**config.mk**
```make
export PLATFORM = sky130hd
export DESIGN_NAME = sdac_front
export DESIGN_NICKNAME = d
export VERILOG_FILES = /design/src/rtl/sdac_pkg.sv /design/src/rtl/sdac_sync.sv /design/src/rtl/sdac_edge.sv /design/src/rtl/sdac_shift.sv /design/src/rtl/sdac_latch.sv /design/src/rtl/sdac_front.sv
export SDC_FILE = /design/constraint.sdc
export NUM_CORES = 1
export LEC_CHECK = 0
export ABC_AREA = 1
export BUFFER_PORTS_ARGS = -buffer_cell sky130_fd_sc_hd__buf_4
export CELL_PAD_IN_SITES_DETAIL_PLACEMENT = 0
export CELL_PAD_IN_SITES_GLOBAL_PLACEMENT = 2
export CORE_ASPECT_RATIO = 0.75
export CORE_UTILIZATION = 38
export CTS_BUF_LIST = sky130_fd_sc_hd__clkbuf_8
export DETAILED_ROUTE_END_ITERATION = 12
export GPL_ROUTABILITY_DRIVEN = 1
export PLACE_DENSITY = 0.79
export SYNTH_ARGS = -nofsm -noshare
export SYNTH_HDL_FRONTEND = slang
export SYNTH_HIERARCHICAL = 1
export SYNTH_SLANG_ARGS = --single-unit
export TNS_END_PERCENT = 50
```
**constraint.sdc**
```tcl
create_clock -name clk -period 1.7 [get_ports clk]
set_clock_uncertainty 0.05 [all_clocks]
set_input_delay 0.51 -clock clk [delete_from_list [all_inputs] [get_ports clk]]
set_output_delay 0.51 -clock clk [all_outputs]
set_load 0.02 [all_outputs]
```
**src/rtl/sdac_pkg.sv**
```systemverilog
package sdac_pkg;

    typedef struct packed {
        logic sclk;
        logic sel_n;
        logic din;
    } pins_t;

    typedef struct packed {
        logic rise;
        logic fall;
        logic close;
    } edges_t;

    localparam pins_t PINS_IDLE = '{sclk: 1'b0, sel_n: 1'b1, din: 1'b0};

endpackage

```
**src/rtl/sdac_sync.sv**
```systemverilog
module sdac_sync
    import sdac_pkg::*;
#(
    parameter int STAGES = 2
) (
    input  logic  clk,
    input  logic  rst_n,
    input  pins_t raw_i,
    output pins_t sync_o
);

    typedef struct packed {
        pins_t [STAGES-1:0] stage;
    } sync_st_t;

    sync_st_t st_d, st_q;

    always_comb begin
        st_d = st_q;
        st_d.stage[0] = raw_i;
        for (int i = 1; i < STAGES; i++) begin
            st_d.stage[i] = st_q.stage[i-1];
        end
    end

    generate
        for (genvar g = 0; g < STAGES; g++) begin : g_stage
            always_ff @(posedge clk or negedge rst_n) begin
                if (!rst_n) begin
                    st_q.stage[g] <= PINS_IDLE;
                end else begin
                    st_q.stage[g] <= st_d.stage[g];
                end
            end
        end
    endgenerate

    assign sync_o = st_q.stage[STAGES-1];

endmodule

```
**src/rtl/sdac_edge.sv**
```systemverilog
module sdac_edge
    import sdac_pkg::*;
(
    input  logic   clk,
    input  logic   rst_n,
    input  pins_t  pins_i,
    output edges_t ev_o,
    output logic   sel_o
);

    typedef struct packed {
        logic sclk;
        logic sel_n;
    } prev_t;

    prev_t prev_d, prev_q;

    always_comb begin
        prev_d       = prev_q;
        prev_d.sclk  = pins_i.sclk;
        prev_d.sel_n = pins_i.sel_n;

        ev_o.rise  = pins_i.sclk & ~prev_q.sclk & ~pins_i.sel_n;
        ev_o.fall  = ~pins_i.sclk & prev_q.sclk & ~prev_q.sel_n;
        ev_o.close = pins_i.sel_n & ~prev_q.sel_n;
    end

    always_ff @(posedge clk or negedge rst_n) begin
        if (!rst_n) begin
            prev_q <= '{sclk: 1'b0, sel_n: 1'b1};
        end else begin
            prev_q <= prev_d;
        end
    end

    assign sel_o = ~pins_i.sel_n;

endmodule

```
**src/rtl/sdac_shift.sv**
```systemverilog
module sdac_shift
    import sdac_pkg::*;
#(
    parameter int DEPTH = 16,
    parameter int CNT_W = 5
) (
    input  logic             clk,
    input  logic             rst_n,
    input  edges_t           ev_i,
    input  logic             din_i,
    output logic [DEPTH-1:0] word_o,
    output logic [CNT_W-1:0] count_o,
    output logic             dout_o
);

    localparam logic [CNT_W-1:0] CNT_MAX = CNT_W'(DEPTH);

    typedef struct packed {
        logic [DEPTH-1:0] shift;
        logic [CNT_W-1:0] count;
        logic             dout;
    } shift_st_t;

    shift_st_t st_d, st_q;

    always_comb begin
        st_d = st_q;
        if (ev_i.rise) begin
            st_d.shift = {st_q.shift[DEPTH-2:0], din_i};
            if (st_q.count != CNT_MAX) begin
                st_d.count = st_q.count + 1'b1;
            end
        end
        if (ev_i.fall) begin
            st_d.dout = st_q.shift[DEPTH-1];
        end
        if (ev_i.close) begin
            st_d.count = '0;
        end
    end

    always_ff @(posedge clk or negedge rst_n) begin
        if (!rst_n) begin
            st_q <= '0;
        end else begin
            st_q <= st_d;
        end
    end

    assign word_o  = st_q.shift;
    assign count_o = st_q.count;
    assign dout_o  = st_q.dout;

endmodule

```
**src/rtl/sdac_latch.sv**
```systemverilog
module sdac_latch #(
    parameter int CODE_W = 10,
    parameter int PAD_W  = 2,
    parameter int DEPTH  = 16,
    parameter int CNT_W  = 5
) (
    input  logic              clk,
    input  logic              rst_n,
    input  logic              close_i,
    input  logic [DEPTH-1:0]  word_i,
    input  logic [CNT_W-1:0]  count_i,
    output logic [CODE_W-1:0] code_o,
    output logic              load_o,
    output logic              short_o
);

    localparam logic [CNT_W-1:0] MIN_EDGES = CNT_W'(CODE_W + PAD_W);

    typedef struct packed {
        logic [CODE_W-1:0] code;
        logic              load;
        logic              short_f;
    } latch_st_t;

    latch_st_t st_d, st_q;

    always_comb begin
        st_d         = st_q;
        st_d.load    = 1'b0;
        st_d.short_f = 1'b0;
        if (close_i) begin
            if (count_i >= MIN_EDGES) begin
                st_d.code = word_i[PAD_W +: CODE_W];
                st_d.load = 1'b1;
            end else begin
                st_d.short_f = 1'b1;
            end
        end
    end

    always_ff @(posedge clk or negedge rst_n) begin
        if (!rst_n) begin
            st_q <= '0;
        end else begin
            st_q <= st_d;
        end
    end

    assign code_o  = st_q.code;
    assign load_o  = st_q.load;
    assign short_o = st_q.short_f;

endmodule

```
**src/rtl/sdac_front.sv**
```systemverilog
module sdac_front
    import sdac_pkg::*;
#(
    parameter int CODE_W = 10,
    parameter int PAD_W  = 2,
    parameter int DEPTH  = 16,
    parameter int SYNC_N = 2
) (
    input  logic              clk,
    input  logic              rst_n,
    input  logic              sclk_i,
    input  logic              sel_n_i,
    input  logic              din_i,
    output logic              dout_o,
    output logic [CODE_W-1:0] code_o,
    output logic              load_o,
    output logic              short_o
);

    localparam int CNT_W = $clog2(DEPTH + 1);

    pins_t            raw_s;
    pins_t            sync_s;
    edges_t           ev_s;
    logic             sel_s;
    logic [DEPTH-1:0] word_s;
    logic [CNT_W-1:0] count_s;

    assign raw_s = '{sclk: sclk_i, sel_n: sel_n_i, din: din_i};

    sdac_sync #(.STAGES(SYNC_N)) sync_i (
        .clk    (clk),
        .rst_n  (rst_n),
        .raw_i  (raw_s),
        .sync_o (sync_s)
    );

    sdac_edge edge_i (
        .clk    (clk),
        .rst_n  (rst_n),
        .pins_i (sync_s),
        .ev_o   (ev_s),
        .sel_o  (sel_s)
    );

    sdac_shift #(.DEPTH(DEPTH), .CNT_W(CNT_W)) shift_i (
        .clk     (clk),
        .rst_n   (rst_n),
        .ev_i    (ev_s),
        .din_i   (sync_s.din),
        .word_o  (word_s),
        .count_o (count_s),
        .dout_o  (dout_o)
    );

    sdac_latch #(.CODE_W(CODE_W), .PAD_W(PAD_W), .DEPTH(DEPTH), .CNT_W(CNT_W)) latch_i (
        .clk     (clk),
        .rst_n   (rst_n),
        .close_i (ev_s.close),
        .word_i  (word_s),
        .count_i (count_s),
        .code_o  (code_o),
        .load_o  (load_o),
        .short_o (short_o)
    );

endmodule

```
== Word level (Yosys, flattened, before mapping) ==
Index checks and enable logic that the tools add are counted.
Operators by class
  $lt $le $gt $ge: 1
  equal/unequal tests: 1
  bitwise logic cells: 9
  $add $sub $neg: 1
  mux-type cells: 6
  reductions and logical operators: 4
Operator list (number)
  $mux W5: 3
  $add A5 B1 Y5 const B: 1
  $and A1 B1 Y1: 5
  $ge A5 B4 Y1 const B: 1
  $ne A5 B5 Y1 const B: 1
  $not A1 Y1: 4
  $reduce_and A2 Y1: 2
  $reduce_bool A2 Y1: 2
  $mux W1: 2
  $mux W2: 1
Word-level totals
  flip-flop bits (word level): 42
  logic and storage cells: 36
  bits of input ports: 5
  output and inout port bits: 13

== Longest topological paths before layout ==
  depth in word-level cells: 5
  mapped depth: 8
  mapped depth without buffers: 7

== Modules after synthesis ==
Netlist, hierarchy kept.
Modules (own cells, without submodules)
  sdac_shift: cells each 106, area an instance 974.7 um^2, sequential area each 550.5 um^2, instances 1
  sdac_latch: cells each 52, area an instance 483.0 um^2, sequential area each 300.3 um^2, instances 1
  sdac_sync: cells each 6, area an instance 152.6 um^2, sequential area each 152.6 um^2, instances 1
  sdac_edge: cells each 9, area an instance 85.1 um^2, sequential area each 51.3 um^2, instances 1

== Least setup slack after synthesis ==
No wires, ideal clock.
  path type: register to register
  start point: register sync_i.st_q (netlist bit sync_i/sync_o[1])
  end point: register shift_i.st_q (netlist bit shift_i/count_o[0])
  clock period less this slack: 1419 ps
  required time: 1532 ps
  setup slack: 281 ps
  cell stages (with the launch flop): 6
  buffers on the path: 0
  setup time: 118 ps
  arrival time: 1251 ps
  path through: dfstp_2 > inv_2 > nor2_1 > clkinv_2 > nand4_1 > nand2_1
RTL lines
  from (decl): line sdac_sync.sv:16  | sync_st_t st_d, st_q;
  to (signal assigned): line sdac_shift.sv:46  | st_q <= st_d;
  to (decl): line sdac_shift.sv:24  | shift_st_t st_d, st_q;

== Final worst setup path ==
  start point: register shift_i.st_q (netlist bit shift_i/dout_o)
  end point: output dout_o
RTL lines
  to (decl): line sdac_front.sv:14  | output logic dout_o,
No word-level cell between the ends.

==> flow_summary_export.csv <==
group,metric,value,unit
outcome,status,"complete, no violations",
timing,tightest_slew,0.504,ns
place,placedInstanceArea,1870,µm²
timing,timing.final.max_slew_violations,0,
layout,nNetsFinal,199,
place,pre_cts_ws,0.385,ns
layout,drive_above_1_share,21.8,%
route,antenna_left,0,
critical_path,start_kind,"flip-flop",
clock_network,clk_latency,0.29,ns
clock_network,cts_root_buf,"clkbuf_8",
logic_synthesis,synthDistinctLibCells,21,
global_route,grt_pass1_wl,4.80,mm
pwr,p_per_area,1100,nW/µm²
floorplanning,pin_count,18,
logic_synthesis,syn_area_per_cell,9.80,µm²
clock_network,path_clk_slew,0.08,ns
global_route,use_met2,20.7,%
clock_network,cts_setup_buffers,0,
timing,timing.final.crit_period,1.41,ns
route,routed-via-count,1157,
route,viasPerCell,4.67,
logic_synthesis,yosysWarnings,6,
logic_synthesis,synth_mux_area_share,0.664,%
critical_path,crit_path_top_delay_cell,"dfrtp_1",
critical_path,path_cells,"buf_4",
global_route,busiest_layer,"met2",
global_route,antenna_found_initial,0,
floorplanning,dieArea,4740,µm²
timing,setup_viol,0,
global_route,grt_pass1_vias,1027,
timing,rsz0062_at_grt,"no",
layout,syn_to_final_growth,16.8,%
route,wire_per_inst,11.6,µm
logic_synthesis,synth_nets,180,
logic_synthesis,synth_cells,173,
layout,stdcell_area,1980,µm²
critical_path,critical_path.endpoint_type,"output pin",
logic_synthesis,ys_ff_latch,42,
place,portBuffers,17,
floorplanning,die_x,79.1,µm
run,cap_violations,0,
floorplanning,rows,20,
clock_network,cts_max_level,2,
logic_synthesis,synthSimpleGateAreaFrac,22.8,%
critical_path,path_max_fanout,2,
critical_path,cp_num_buf_inv,1,
place,gp_congestion,0.701,
clock_network,cts-resized-gates,0,
pwr,irDropWorstVdd,495,µV
clock_network,cts_tree,"done",
critical_path,critPathMaxStageDelay,0.40,ns
pwr,leakagePower,1.01,nW
clock_network,cts-buffers-inserted,5,
global_route,grt_max_degree,43,
route,totalWireLength,2.88,mm
logic_synthesis,syn_area,1700,µm²
critical_path,crit_family,"flip-flops",
logic_synthesis,synth_top_family_by_area,"simple AND/OR/NAND/NOR gates",
clock_network,cts.path.max_buffers,2,
clock_network,numClockSinks,42,
timing,setup_slack,0.289,ns
timing,hold_viol,0,
route,drc,0,
timing,setup-tns-final,0,ns
logic_synthesis,synth-adder-area-share,1.48,%
floorplanning,die_height,59.8,µm
timing,slew_headroom,66.4,%
route,first_pass_iters,4,
global_route,grt_util_met1,18.7,%
timing,max_freq,709,MHz
logic_synthesis,synth_compound_area_share,4.72,%
logic_synthesis,synth.yosys.seq_area_share,62.2,%
critical_path,crit_cells,1,
min_path,min_path_type,"in2async",
critical_path,r2r_cells,6,
clock_network,ctsHoldBuffers,0,
route,drt_iter0_drc,63,
critical_path,cp_data_arrival_time,0.85,ns
floorplanning,initial_core_util,40.8,%
place,place_hpwl,2.06,mm
critical_path,worstSetupPathType,"reg2out",
logic_synthesis,synth-xor-area-share,0.517,%
timing,finalCritPeriodShare,83.0,%
layout,seqCellArea,1050,µm²
layout,multi_input_area,512,µm²
global_route,overflow,0,
global_route,grt_usage,13.9,%
layout,antenna_cells,0,
global_route,met3_usage,4.58,%
floorplanning,design.core.area,4150,µm²
critical_path,critPathRequiredTime,1.14,ns
layout,nFillCells,428,
==> metal layers <==
layer	up-vias	routed length, µm	part of all wire, %
met5	-	0	0
met4	0	29	1.0
met3	4	180	6.3
met2	35	1250	44
met1	541	1410	49
li1	577	-	-
==> layout make-up <==
type	count	share of cell area, %
clock buffer	5	3.48
clock inverter	3	2.21
inverter	18	3.48
multi-input combinational	105	25.9
sequential	42	53.3
tap	55	3.48
timing repair buffer	20	8.22
==> worst paths after layout <==
path | start | slack (ns) | end
max in group asynchronous | rst_n | 1.10 | edge_i/prev_q[0]$_DFF_PN1_
min in group clk | sclk_i | 0.27 | sync_i/st_d[5]$_DFF_PN0_
setup / recovery | shift_i/dout_o$_DFFE_PN0P_ | 0.29 | dout_o
setup reg to reg | sync_i/sync_o[1]$_DFF_PN1_ | 0.38 | shift_i/count_o[0]$_DFFE_PN0P_
hold reg to reg | sync_i/st_d[3]$_DFF_PN0_ | 0.30 | sync_i/sync_o[0]$_DFF_PN0_
hold / removal | rst_n | 0.14 | shift_i/dout_o$_DFFE_PN0P_
==> kinds of logic (layout without fill, tap and decap cells) <==
group,after synthesis,after routing
buf+inv,26,46
mux,1,1
compound gates,16,16
fa+ha+maj,2,2
xor+xnor,1,1
flops,42,42
simple gates,85,85
==> power by group <==
group          switching [mW]  internal (mW)
Combinational           0.126         0.0803
Sequential             0.0804           1.12
Clock                   0.341          0.440
==> flip-flops by register name, summed over array words and instances (netlist names) <==
register	flops
latch_i/code_o	10
shift_i/word_o	16
shift_i/count_o	5
latch_i/load_o	1
edge_i/prev_q	2
latch_i/short_o	1
sync_i/st_d	3
shift_i/dout_o	1
sync_i/sync_o	3
==> synthesized netlist by cell type <==
library cell  number  area [µm²]
nand2_1           42         158
dfrtp_1           39         976
nand3_1           17        85.1
inv_1             16        60.1
nor2_1            13        48.8
a21oi_1            8        40.0
o21ai_1            8        40.0
nand4_1            4        25.0
buf_2              3        15.0
buf_4              3        22.5
dfstp_2            3        78.8
nand2_2            3        18.8
nor2_2             3        18.8
buf_6              2        22.5
ha_1               2        25.0
nand2_4            2        22.5
clkinv_2           1        5.00
inv_2              1        3.75
mux2_1             1        11.3
nand3_2            1        10.0
xnor2_1            1        8.76
==> metrics by stage <==
stage / std cells / total power [mW] / hold slack, ns / util (%)
detailed placement: 240 / 1.43 / 0.285 / 44.9
global placement: 240 / 1.41 / 0.282 / 44.9
global route: 248 / 2.30 / 0.167 / 47.7
CTS: 248 / 2.22 / 0.154 / 47.7
floorplan: 173 / 1.34 / 0.164 / -
finish: 248 / 2.18 / 0.136 / 47.7
==> cell usage in the layout (no fill, tap or decap) <==
| cell type | Yosys | final |
|---|---|---|
| ha_1 | 2 | 2 |
| nand2_2 | 3 | 3 |
| o21ai_1 | 8 | 8 |
| nand4_1 | 4 | 4 |
| dfstp_2 | 3 | 3 |
| bufinv_16 | 0 | 1 |
| clkinv_2 | 1 | 2 |
| nor2_2 | 3 | 3 |
| nand3_1 | 17 | 17 |
| dfrtp_1 | 39 | 39 |
| nand2_4 | 2 | 2 |
| nor2_1 | 13 | 13 |
| xnor2_1 | 1 | 1 |
| clkbuf_8 | 0 | 5 |
| mux2_1 | 1 | 1 |
| buf_4 | 3 | 19 |
| buf_12 | 0 | 1 |
| inv_1 | 16 | 16 |
| inv_6 | 0 | 1 |
| nand3_2 | 1 | 1 |
| inv_2 | 1 | 1 |
| nand2_1 | 42 | 42 |
| a21oi_1 | 8 | 8 |
Note: power is estimated with default switching activity, not from simulation.
